==> config.mk <==
export PLATFORM = sky130hd
export DESIGN_NAME = out_line_ctrl
export DESIGN_NICKNAME = d
export VERILOG_FILES = /design/src/rtl/olc_pkg.sv /design/src/rtl/olc_mode_dec.sv /design/src/rtl/olc_strobe.sv /design/src/rtl/olc_regs.sv /design/src/rtl/out_line_ctrl.sv
export SDC_FILE = /design/constraint.sdc
export NUM_CORES = 1
export LEC_CHECK = 0
export ABC_AREA = 1
export ABC_CLOCK_PERIOD_IN_PS = 1320
export BUFFER_PORTS_ARGS = -buffer_cell sky130_fd_sc_hd__buf_2
export CAP_MARGIN = 40
export CORE_ASPECT_RATIO = 0.9
export CORE_MARGIN = 3
export CORE_UTILIZATION = 51
export DETAILED_ROUTE_END_ITERATION = 16
export PLACE_DENSITY = 0.83
export SYNTH_ARGS = -nofsm -noshare
export SYNTH_HDL_FRONTEND = slang
export SYNTH_SLANG_ARGS = --single-unit
export TNS_END_PERCENT = 1
==> constraint.sdc <==
create_clock -name clk_i -period 1.32 [get_ports clk_i]
set_input_delay 0.198 -clock clk_i [delete_from_list [all_inputs] [get_ports clk_i]]
set_output_delay 0.198 -clock clk_i [all_outputs]
set_load 0.02 [all_outputs]
==> src/rtl/olc_pkg.sv <==
package olc_pkg;
  localparam int REG_W     = 8;
  localparam int NUM_PROG  = 7;
  localparam int NUM_CSEL  = 4;
  localparam int APWR_LINE = 6;

  typedef enum logic [1:0] {
    LM_GPIO = 2'd0,
    LM_CSEL = 2'd1,
    LM_STRB = 2'd2,
    LM_APWR = 2'd3
  } line_mode_e;
endpackage

==> src/rtl/olc_mode_dec.sv <==
module olc_mode_dec
  import olc_pkg::*;
(
  input  logic [REG_W-1:0] cfg_i,
  output line_mode_e       mode_o [NUM_PROG]
);
  for (genvar i = 0; i < NUM_PROG; i++) begin : g_dec
    if (i < NUM_CSEL) begin : g_cs
      assign mode_o[i] = cfg_i[i] ? LM_CSEL : LM_GPIO;
    end else if (i < APWR_LINE) begin : g_stb
      assign mode_o[i] = cfg_i[i] ? LM_STRB : LM_GPIO;
    end else begin : g_l6
      // bit 6 clear: auto-power, bit 7 picks strobe over plain output
      assign mode_o[i] = !cfg_i[6] ? LM_APWR : (cfg_i[7] ? LM_STRB : LM_GPIO);
    end
  end
endmodule

==> src/rtl/olc_strobe.sv <==
module olc_strobe #(
  parameter int STB_CYCLES = 2,
  localparam int CNT_W     = $clog2(STB_CYCLES + 1)
) (
  input  logic clk_i,
  input  logic rst_ni,
  input  logic fire_i,
  output logic active_o,
  output logic last_o
);
  logic [CNT_W-1:0] cnt_q;

  always_ff @(posedge clk_i or negedge rst_ni) begin
    if (!rst_ni)             cnt_q <= '0;
    else if (fire_i)         cnt_q <= CNT_W'(STB_CYCLES);
    else if (cnt_q != '0)    cnt_q <= cnt_q - 1'b1;
  end

  assign active_o = (cnt_q != '0);
  assign last_o   = (cnt_q <= CNT_W'(1));
endmodule

==> src/rtl/olc_regs.sv <==
module olc_regs
  import olc_pkg::*;
(
  input  logic             clk_i,
  input  logic             rst_ni,
  input  logic             wr_en_i,
  input  logic             wr_sel_i,
  input  logic [REG_W-1:0] wr_data_i,
  input  logic [REG_W-1:0] self_clr_i,
  output logic [REG_W-1:0] cfg_o,
  output logic [REG_W-1:0] lvl_o
);
  always_ff @(posedge clk_i or negedge rst_ni) begin
    if (!rst_ni) begin
      cfg_o <= '0;
      lvl_o <= '0;
    end else begin
      if (wr_en_i && !wr_sel_i) cfg_o <= wr_data_i;
      if (wr_en_i && wr_sel_i)  lvl_o <= wr_data_i;
      else                      lvl_o <= lvl_o & ~self_clr_i;
    end
  end
endmodule

==> src/rtl/out_line_ctrl.sv <==
module out_line_ctrl
  import olc_pkg::*;
#(
  parameter int STB_CYCLES = 2
) (
  input  logic                clk_i,
  input  logic                rst_ni,
  input  logic                wr_en_i,
  input  logic                wr_sel_i,
  input  logic [REG_W-1:0]    wr_data_i,
  input  logic                rd_sel_i,
  output logic [REG_W-1:0]    rd_data_o,
  input  logic                bus_cycle_i,
  input  logic                pwr_off_req_i,
  output logic [NUM_PROG-1:0] line_n_o,
  output logic                bus_rst_o,
  output logic                bus_rst_n_o
);
  logic [REG_W-1:0]    cfg_q, lvl_q, self_clr;
  line_mode_e          mode [NUM_PROG];
  logic [NUM_PROG-1:0] stb_active, stb_last;

  olc_regs u_regs (
    .clk_i, .rst_ni, .wr_en_i, .wr_sel_i, .wr_data_i,
    .self_clr_i(self_clr), .cfg_o(cfg_q), .lvl_o(lvl_q)
  );

  olc_mode_dec u_dec (.cfg_i(cfg_q), .mode_o(mode));

  assign self_clr[REG_W-1] = 1'b0;

  for (genvar i = 0; i < NUM_PROG; i++) begin : g_line
    if (i < NUM_CSEL) begin : g_cs
      assign stb_active[i] = 1'b0;
      assign stb_last[i]   = 1'b0;
      assign self_clr[i]   = 1'b0;
      assign line_n_o[i]   = (mode[i] == LM_CSEL) ? ~(bus_cycle_i & lvl_q[i]) : ~lvl_q[i];
    end else begin : g_st
      logic fire;
      assign fire = wr_en_i && wr_sel_i && wr_data_i[i] && (mode[i] == LM_STRB);
      olc_strobe #(.STB_CYCLES(STB_CYCLES)) u_stb (
        .clk_i, .rst_ni, .fire_i(fire),
        .active_o(stb_active[i]), .last_o(stb_last[i])
      );
      assign self_clr[i] = (mode[i] == LM_STRB) && stb_last[i];
      always_comb begin
        unique case (mode[i])
          LM_STRB: line_n_o[i] = ~stb_active[i];
          LM_APWR: line_n_o[i] = ~pwr_off_req_i;
          default: line_n_o[i] = ~lvl_q[i];
        endcase
      end
    end
  end

  assign bus_rst_o   = lvl_q[REG_W-1];
  assign bus_rst_n_o = ~lvl_q[REG_W-1];
  assign rd_data_o   = rd_sel_i ? lvl_q : cfg_q;
endmodule

==> impl_results.md, run 1 <==
- # rows: 16
- R2R Setup Slk: 0.16 ns
- Core box area: 2282 µm²
- Cell Area, Synth: between 1000 and 1500 µm²
- WP data required: 1.12 ns
- Starting Density: between 50% and 60%
- Post-DP HPWL: roughly 2000 µm
- Area grow syn2layout: 28.99%
- Die width: about 59 µm
- WHS: between 0.1 and 0.15 ns
- Fin. Hold Viols: 0
- Headroom to the max-slew limit: between 60% and 70%
- RSZ-0062 raised after global routing: true
- Slew @ Worst Pin: roughly 0.48 ns
- Vias per inst: between 4 and 5
- Post-Syn Nets: 185
- Mean Syn Cell Area: ~7.8 µm²
- Post-route setup slack: -0.07457 ns
- Worst Path Max Fanout: 3
- N_diodes: 0
- Fmax: 717.1 MHz
- Commonest cells after routing, fill and taps aside: nand2_1, inv_1, buf_2
- Worst skew pair latency: about 0.30 ns
- Worst VDD drop: ~1.1 mV
- CP Class: reg -> out
- Layout cells sized above 1: between 30% and 40%
- Overall Global Routing Usage: roughly a fifth
- CTS root buf: clkbuf_4
- CTS Buf Count: 3
- Startpoint Class: flip-flop
- Fill cells: 181
- First-pass GRT wire length: ~4700 µm
- Async set-reset flop share out of synthesis: 100.0%
- Routed Antenna Nets: 0
- EDFF count, synth: 0
- Failing checks: setup timing
- Pwr Density: about 1700 nW/µm²
- Wire per inst: between 10 and 15 µm
- Hold path start: wr_data_i[7]
- Seq/Total Area, Yosys: 43.10%
- Yosys warning total: 0
- Clock skew: 0.002455 ns
- Final wirelength: roughly 2800 µm
- Initial antenna violation count: 0
- Outcome: finished with violations
- # nets final: 229
- Crit path DAT: 1.20 ns
- Worst Setup SP: g_line[4].g_st.u_stb.cnt_q[0]
- H-tree lvl count: 1
- Max-slew violations: 0
- Largest net degree at the start of global routing: 23
- Most common cell after layout, fill and taps aside: nand2_1
- DRC errors left: 0
- Distinct cells, synth: 19
- Post-layout min period: ~1.4 ns
- Total number of vias: roughly 1.1k
- CTS tree: yes
- Clock tree buffer depth: 2
- Gr ovfl total: 0
- Critical path endpoint category: output port
- Mapped Cells: ~160
- Tightest Hold Check Type: in -> reg
- Clock transition at path regs: approximately 0.12 ns
- Final setup violation count: 5
- # IOs: 32
- Final Cycle Share: 105.6%
- Ys flop type: dfrtp_1
- DRT Pass-1 Iters: 4
- Die Y: between 50 and 60 µm
- Die area: roughly 3100 µm²
- R2R Path Start: g_line[4].g_st.u_stb.cnt_q[1]
- Maxcap violations: 0
- Placer Congestion: 0.8117
- Overall Power: 2724 µW
- PortBufs: 31
- Drt first-iter violations: between 40 and 50
- Vias in the first global route: roughly 1.1k
- Seq cells post-synth: 22
- Pleak: just under 0.0009 µW
- Clk sinks: 22
[critical path, stage by stage, from the launching register on]
cell,delay [ns]
dfrtp_1,0.41
inv_2,0.08
ha_4,0.14
nand2_1,0.05
o21ai_1,0.07
buf_4,0.15
[logic make-up after synthesis]
group | after synthesis | synth area share, %
compound gates | 33 | 14.40
fa+ha+maj | 6 | 5.876
buf+inv | 34 | 12.05
flops | 22 | 43.10
simple gates | 69 | 24.58
[report_power, final]
group	total, µW	internal [µW]	switching (µW)
clock network	363	168	194
registers	963	843	120
logic	1400	657	741
total	2720	1670	1060
[routing by layer]
metal | wire length, µm | up-vias | share of wire [%] | track usage, %
met1 | 1229 | 518 | 44 | 24.51
met4 | 14 | 0 | 0.50 | 6.415
li1 | - | 594 | - | -
met5 | 0 | - | 0 | 0
met3 | 125 | 2 | 4.5 | 2.683
met2 | 1434 | 31 | 51 | 35.29
[path summary, 6_finish.rpt]
path,end,cells past startpoint
max,line_n_o[4],5
min,u_regs.cfg_o[7],3
max reg2reg,u_regs.lvl_o[4],9
min reg2reg,u_regs.cfg_o[0],2
max in group asynchronous,u_regs.cfg_o[5],2
min in group asynchronous,u_regs.cfg_o[4],2
[registers in the layout, summed over array words and instances (netlist names)]
| name | flops |
|---|---|
| u_regs.lvl_o | 8 |
| u_regs.cfg_o | 8 |
| g_line.g_st.u_stb.cnt_q | 6 |
[metrics by stage]
stage          instance area (µm²)  std cells  setup WS, ns  setup TNS [ns]  utilization [%]
2_1_floorplan                 1277        164        0.1863               0                -
3_3_place_gp                  1428        218        0.2021               0            62.55
3_5_place_dp                  1428        218        0.1582               0            62.55
4_1_cts                       1578        230       -0.1125         -0.3547            69.13
5_1_grt                       1648        234       -0.1650         -0.6276            72.20
6_report                      1648        234      -0.07457         -0.2656            72.20
[cell type report]
class	instances	area (µm²)	area share (%)
Tap cell	27	33.78	2.050
Inverter	30	115.1	6.986
Clock buffer	4	36.28	2.202
Multi-Input combinational cell	108	629.4	38.19
Timing Repair Buffer	43	281.5	17.08
Sequential cell	22	551.8	33.49
[what timing repair did]
action	in CTS	in global routing
buffers inserted	7	4
hold endpoints to repair	22	0
hold buffers	1	0
setup endpoints to repair	5	12
gates resized for setup	20	20
pin swaps	2	3
[cells in the mapped netlist (2+ instances only)]
cell / count / area [µm²]
o21ai_0: 16 / 80.08
nand2_2: 5 / 31.28
a21oi_1: 4 / 20.02
nand2_4: 2 / 22.52
o21ai_1: 8 / 40.04
dfrtp_1: 22 / 550.5
o21ai_2: 5 / 43.79
inv_1: 29 / 108.9
nand3_2: 3 / 30.03
nor2_1: 7 / 26.28
nand2_1: 46 / 172.7
ha_1: 6 / 75.07
nand3_1: 5 / 25.02
(Power assumes the default switching activity.)
==> run 2: changes to the inputs <==
--- a/config.mk
+++ b/config.mk
@@ -5,7 +5,6 @@
 export SDC_FILE = /design/constraint.sdc
 export NUM_CORES = 1
 export LEC_CHECK = 0
-export ABC_AREA = 1
 export ABC_CLOCK_PERIOD_IN_PS = 1320
 export BUFFER_PORTS_ARGS = -buffer_cell sky130_fd_sc_hd__buf_2
 export CAP_MARGIN = 40
@@ -13,7 +12,7 @@
 export CORE_MARGIN = 3
 export CORE_UTILIZATION = 51
 export DETAILED_ROUTE_END_ITERATION = 16
-export PLACE_DENSITY = 0.83
+export PLACE_DENSITY = 0.84
 export SYNTH_ARGS = -nofsm -noshare
 export SYNTH_HDL_FRONTEND = slang
 export SYNTH_SLANG_ARGS = --single-unit
==> run 2 against run 1 <==
The flow still finishes with violations (setup timing). Routed wire length up 1.4%. Total power up 9.5%. Core utilization up 4.1 points. Global-route usage up 1.2 points. Final area down 5.3%. Via count down 11%. Register-to-register slack worse by 0.24 ns. Worst hold slack worse by 0.067 ns. Critical path type unchanged. Largest power group unchanged. Highest routed layer unchanged.
==> impl_results.md, run 2 <==
- Maxcap violations: 0
- Crit path DAT: approximately 1.3 ns
- M1 GR Usage: between 20% and 30%
- Clock skew: ~0.0043 ns
- Seq cells post-synth: 22
- Gr ovfl total: 0
- GR peak layer: met2
- DRC errors left: 0
- Wire per inst: between 15 and 20 µm
- Area grow syn2layout: 32.94%
- Async set-reset flop share out of synthesis: 100.0%
- Final Cycle Share: 114.9%
- Clock transition at path regs: roughly 0.13 ns
- Most frequent cell after synthesis: nand2_1
- DRT Pass-1 Iters: 4
- Layout cells sized above 1: 50.93%
- Distinct cells, synth: 21
- Vias in the first global route: 1065
- Mux cell area share after synthesis: a little over a tenth
- Clock Power Share: 17.6%
- Fmax: 659.4 MHz
- Post-route setup slack: -0.1965 ns
- Worst Setup SP: g_line[6].g_st.u_stb.cnt_q[0]
- WP data required: 1.12 ns
- R2R Path Start: g_line[6].g_st.u_stb.cnt_q[0]
- Seq/Total Area, Yosys: 46.91%
- Total number of vias: just over 1k
- Main combinational cell family by area after synthesis: simple AND/OR/NAND/NOR gates
- # rows: 15
- Pleak: between 0.0007 and 0.0008 µW
- PortBufs: 31
- First-pass GRT wire length: about 4700 µm
- Fin cells: 186
- RSZ-0062 raised after global routing: true
- Hold path start: wr_data_i[2]
- Combinational share of power: 49.6%
- GR met2 Demand/Resource: 37.12%
- Ys flop type: dfrtp_1
- Failing checks: setup timing
- Final Util: between 70% and 80%
- Slew @ Worst Pin: between 0.4 and 0.5 ns
- Starting Density: between 50 and 60%
- Routing usage on met3: 6.203%
- Final setup violation count: 8
- Clk sinks: 22
- Sequential Power Share: between 30% and 40%
- Die area: between 2000 and 3000 µm²
- Mean Syn Cell Area: about 9.9 µm²
- Commonest cells after routing, fill and taps aside: buf_2, nand2_1, dfrtp_1
- Worst skew pair latency: between 0.3 and 0.4 ns
- Internal power: 1939 µW
- Die Y: between 50 and 60 µm
- N_diodes: 0
- Vias per inst: between 5 and 6
- Outcome: finished with violations
- Top-area cell type share of the netlist area: a little under half
- Placed Cells: about 170
- Worst VDD drop: between 1.5 and 2 mV
- Most common cell after layout, fill and taps aside: buf_2
- Overall Global Routing Usage: about a fifth
- Sw Share: between 30% and 40%
- Die width: about 57 µm
- Fill cells: 142
- Startpoint Class: flip-flop
- Critical path endpoint category: output port
- Placer Congestion: about 0.81
- Cell taking the most area after synthesis: dfrtp_1
- Post-synthesis compound-gate area fraction: a little over an eighth
- Post-layout min period: 1.517 ns
- Post-synthesis simple-gate area fraction: 14.07%
- Largest regs: u_regs.cfg_o (8), u_regs.lvl_o (8), g_line.g_st.u_stb.cnt_q (6)
- Worst Path Max Fanout: 2
- Tightest Hold Check Type: in -> reg
- Net load switching power: 1044 µW
- Initial antenna violation count: 0
- Final wirelength: 2842 µm
- CTS tree: yes
- Largest net degree at the start of global routing: 23
- Yosys warning total: 0
- Core box area: around 2000 µm²
- Pre-CTS setup slack: between 0.03 and 0.04 ns
- Clock tree buffer depth: 2
- Headroom to the max-slew limit: between 60% and 70%
- Mapped Cells: 118
- CP Class: reg -> out
- Synth top area cells: dfrtp_1, o21ai_0, nand2_1, mux2_2, ha_1
- Pwr Density: between 1500 and 2000 nW/µm²
- CTS root buf: clkbuf_4
- H-tree lvl count: 1
- Post-DP HPWL: ~1900 µm
- # IOs: 32
- Routed Antenna Nets: 0
- Post-Syn Nets: about 140
- # nets final: 183
- Cell Area, Synth: between 1000 and 1500 µm²
- EDFF count, synth: 0
- Fin. Hold Viols: 0
- CTS Buf Count: 3
- Post-Synth Adder-Cell Area: 6.397%
- Drt first-iter violations: 36
- Top post-synthesis cells by count: nand2_1, dfrtp_1, o21ai_0, inv_1, mux2_2
- Area share of xor/xnor cells in the synthesized design: roughly 2.2%
- Max-slew violations: 0
-- run 2: per-stage QoR --
step / hold WS, ns / cell area (µm²) / setup TNS [ns] / total power (µW)
finish: 0.08117 / 1560 / -0.8901 / 2983
detailed placement: 0.1908 / 1348 / 0 / 1995
global placement: 0.1786 / 1348 / 0 / 1918
floorplan: -0.09759 / 1174 / 0 / 1697
global route: 0.07134 / 1560 / -1.349 / 3213
CTS: 0.07395 / 1488 / -0.9332 / 2779
-- run 2: path summary, 6_finish.rpt --
kind,to,slack [ns],cells after the start
setup / recovery,line_n_o[6],-0.20,6
hold / removal,u_regs.lvl_o[2],0.08,3
setup reg to reg,u_regs.lvl_o[6],-0.08,6
hold reg to reg,u_regs.lvl_o[2],0.53,2
max in group asynchronous,u_regs.cfg_o[5],0.60,2
min in group asynchronous,u_regs.cfg_o[2],0.36,2
-- run 2: area by class of cell --
cell class | instances | area [µm²] | area share [%]
clock buffer | 3 | 22.52 | 1.443
clock inverter | 1 | 30.03 | 1.925
inverter | 11 | 41.29 | 2.646
multi-input combinational | 82 | 615.6 | 39.45
sequential | 22 | 555.5 | 35.61
tap | 25 | 31.28 | 2.005
timing repair buffer | 42 | 264.0 | 16.92
-- run 2: kinds of logic (layout without fill, tap and decap cells) --
family          count (synthesis)  count (layout)
simple gates                   35              35
compound gates                 27              27
flops                          22              22
buf+inv                        14              57
mux                            11              11
fa+ha+maj                       6               6
xor+xnor                        3               3
-- run 2: worst max-delay path, cell delays in order (launching register included) --
cell and delay (ns):
dfrtp_1 0.41, inv_2 0.08, ha_4 0.14, nand2b_4 0.11
nand3_2 0.07, o21ai_2 0.07, buf_6 0.13
-- run 2: routing by layer --
layer	part of all wire [%]	routed length [µm]
met5	0	0
met4	1.9	55
met2	49	1406
met1	43	1210
met3	6.0	170
-- run 2: power groups by stage --
stage               Combinational [µW]  Sequential (µW)  Clock (µW)
floorplan                          741              956           0
global placement                   955              963           0
detailed placement                1020              976           0
CTS                               1280              965         536
global route                      1650             1000         562
finish                            1480              980         524
-- run 2: repair_timing --
action | CTS | global route
setup buffers | 5 | 3
hold buffers | 1 | 0
hold endpoints to repair | 22 | 0
gates cloned | 0 | 0
pin swaps | 2 | 2
resized for setup | 14 | 26
setup endpoints to repair | 7 | 15
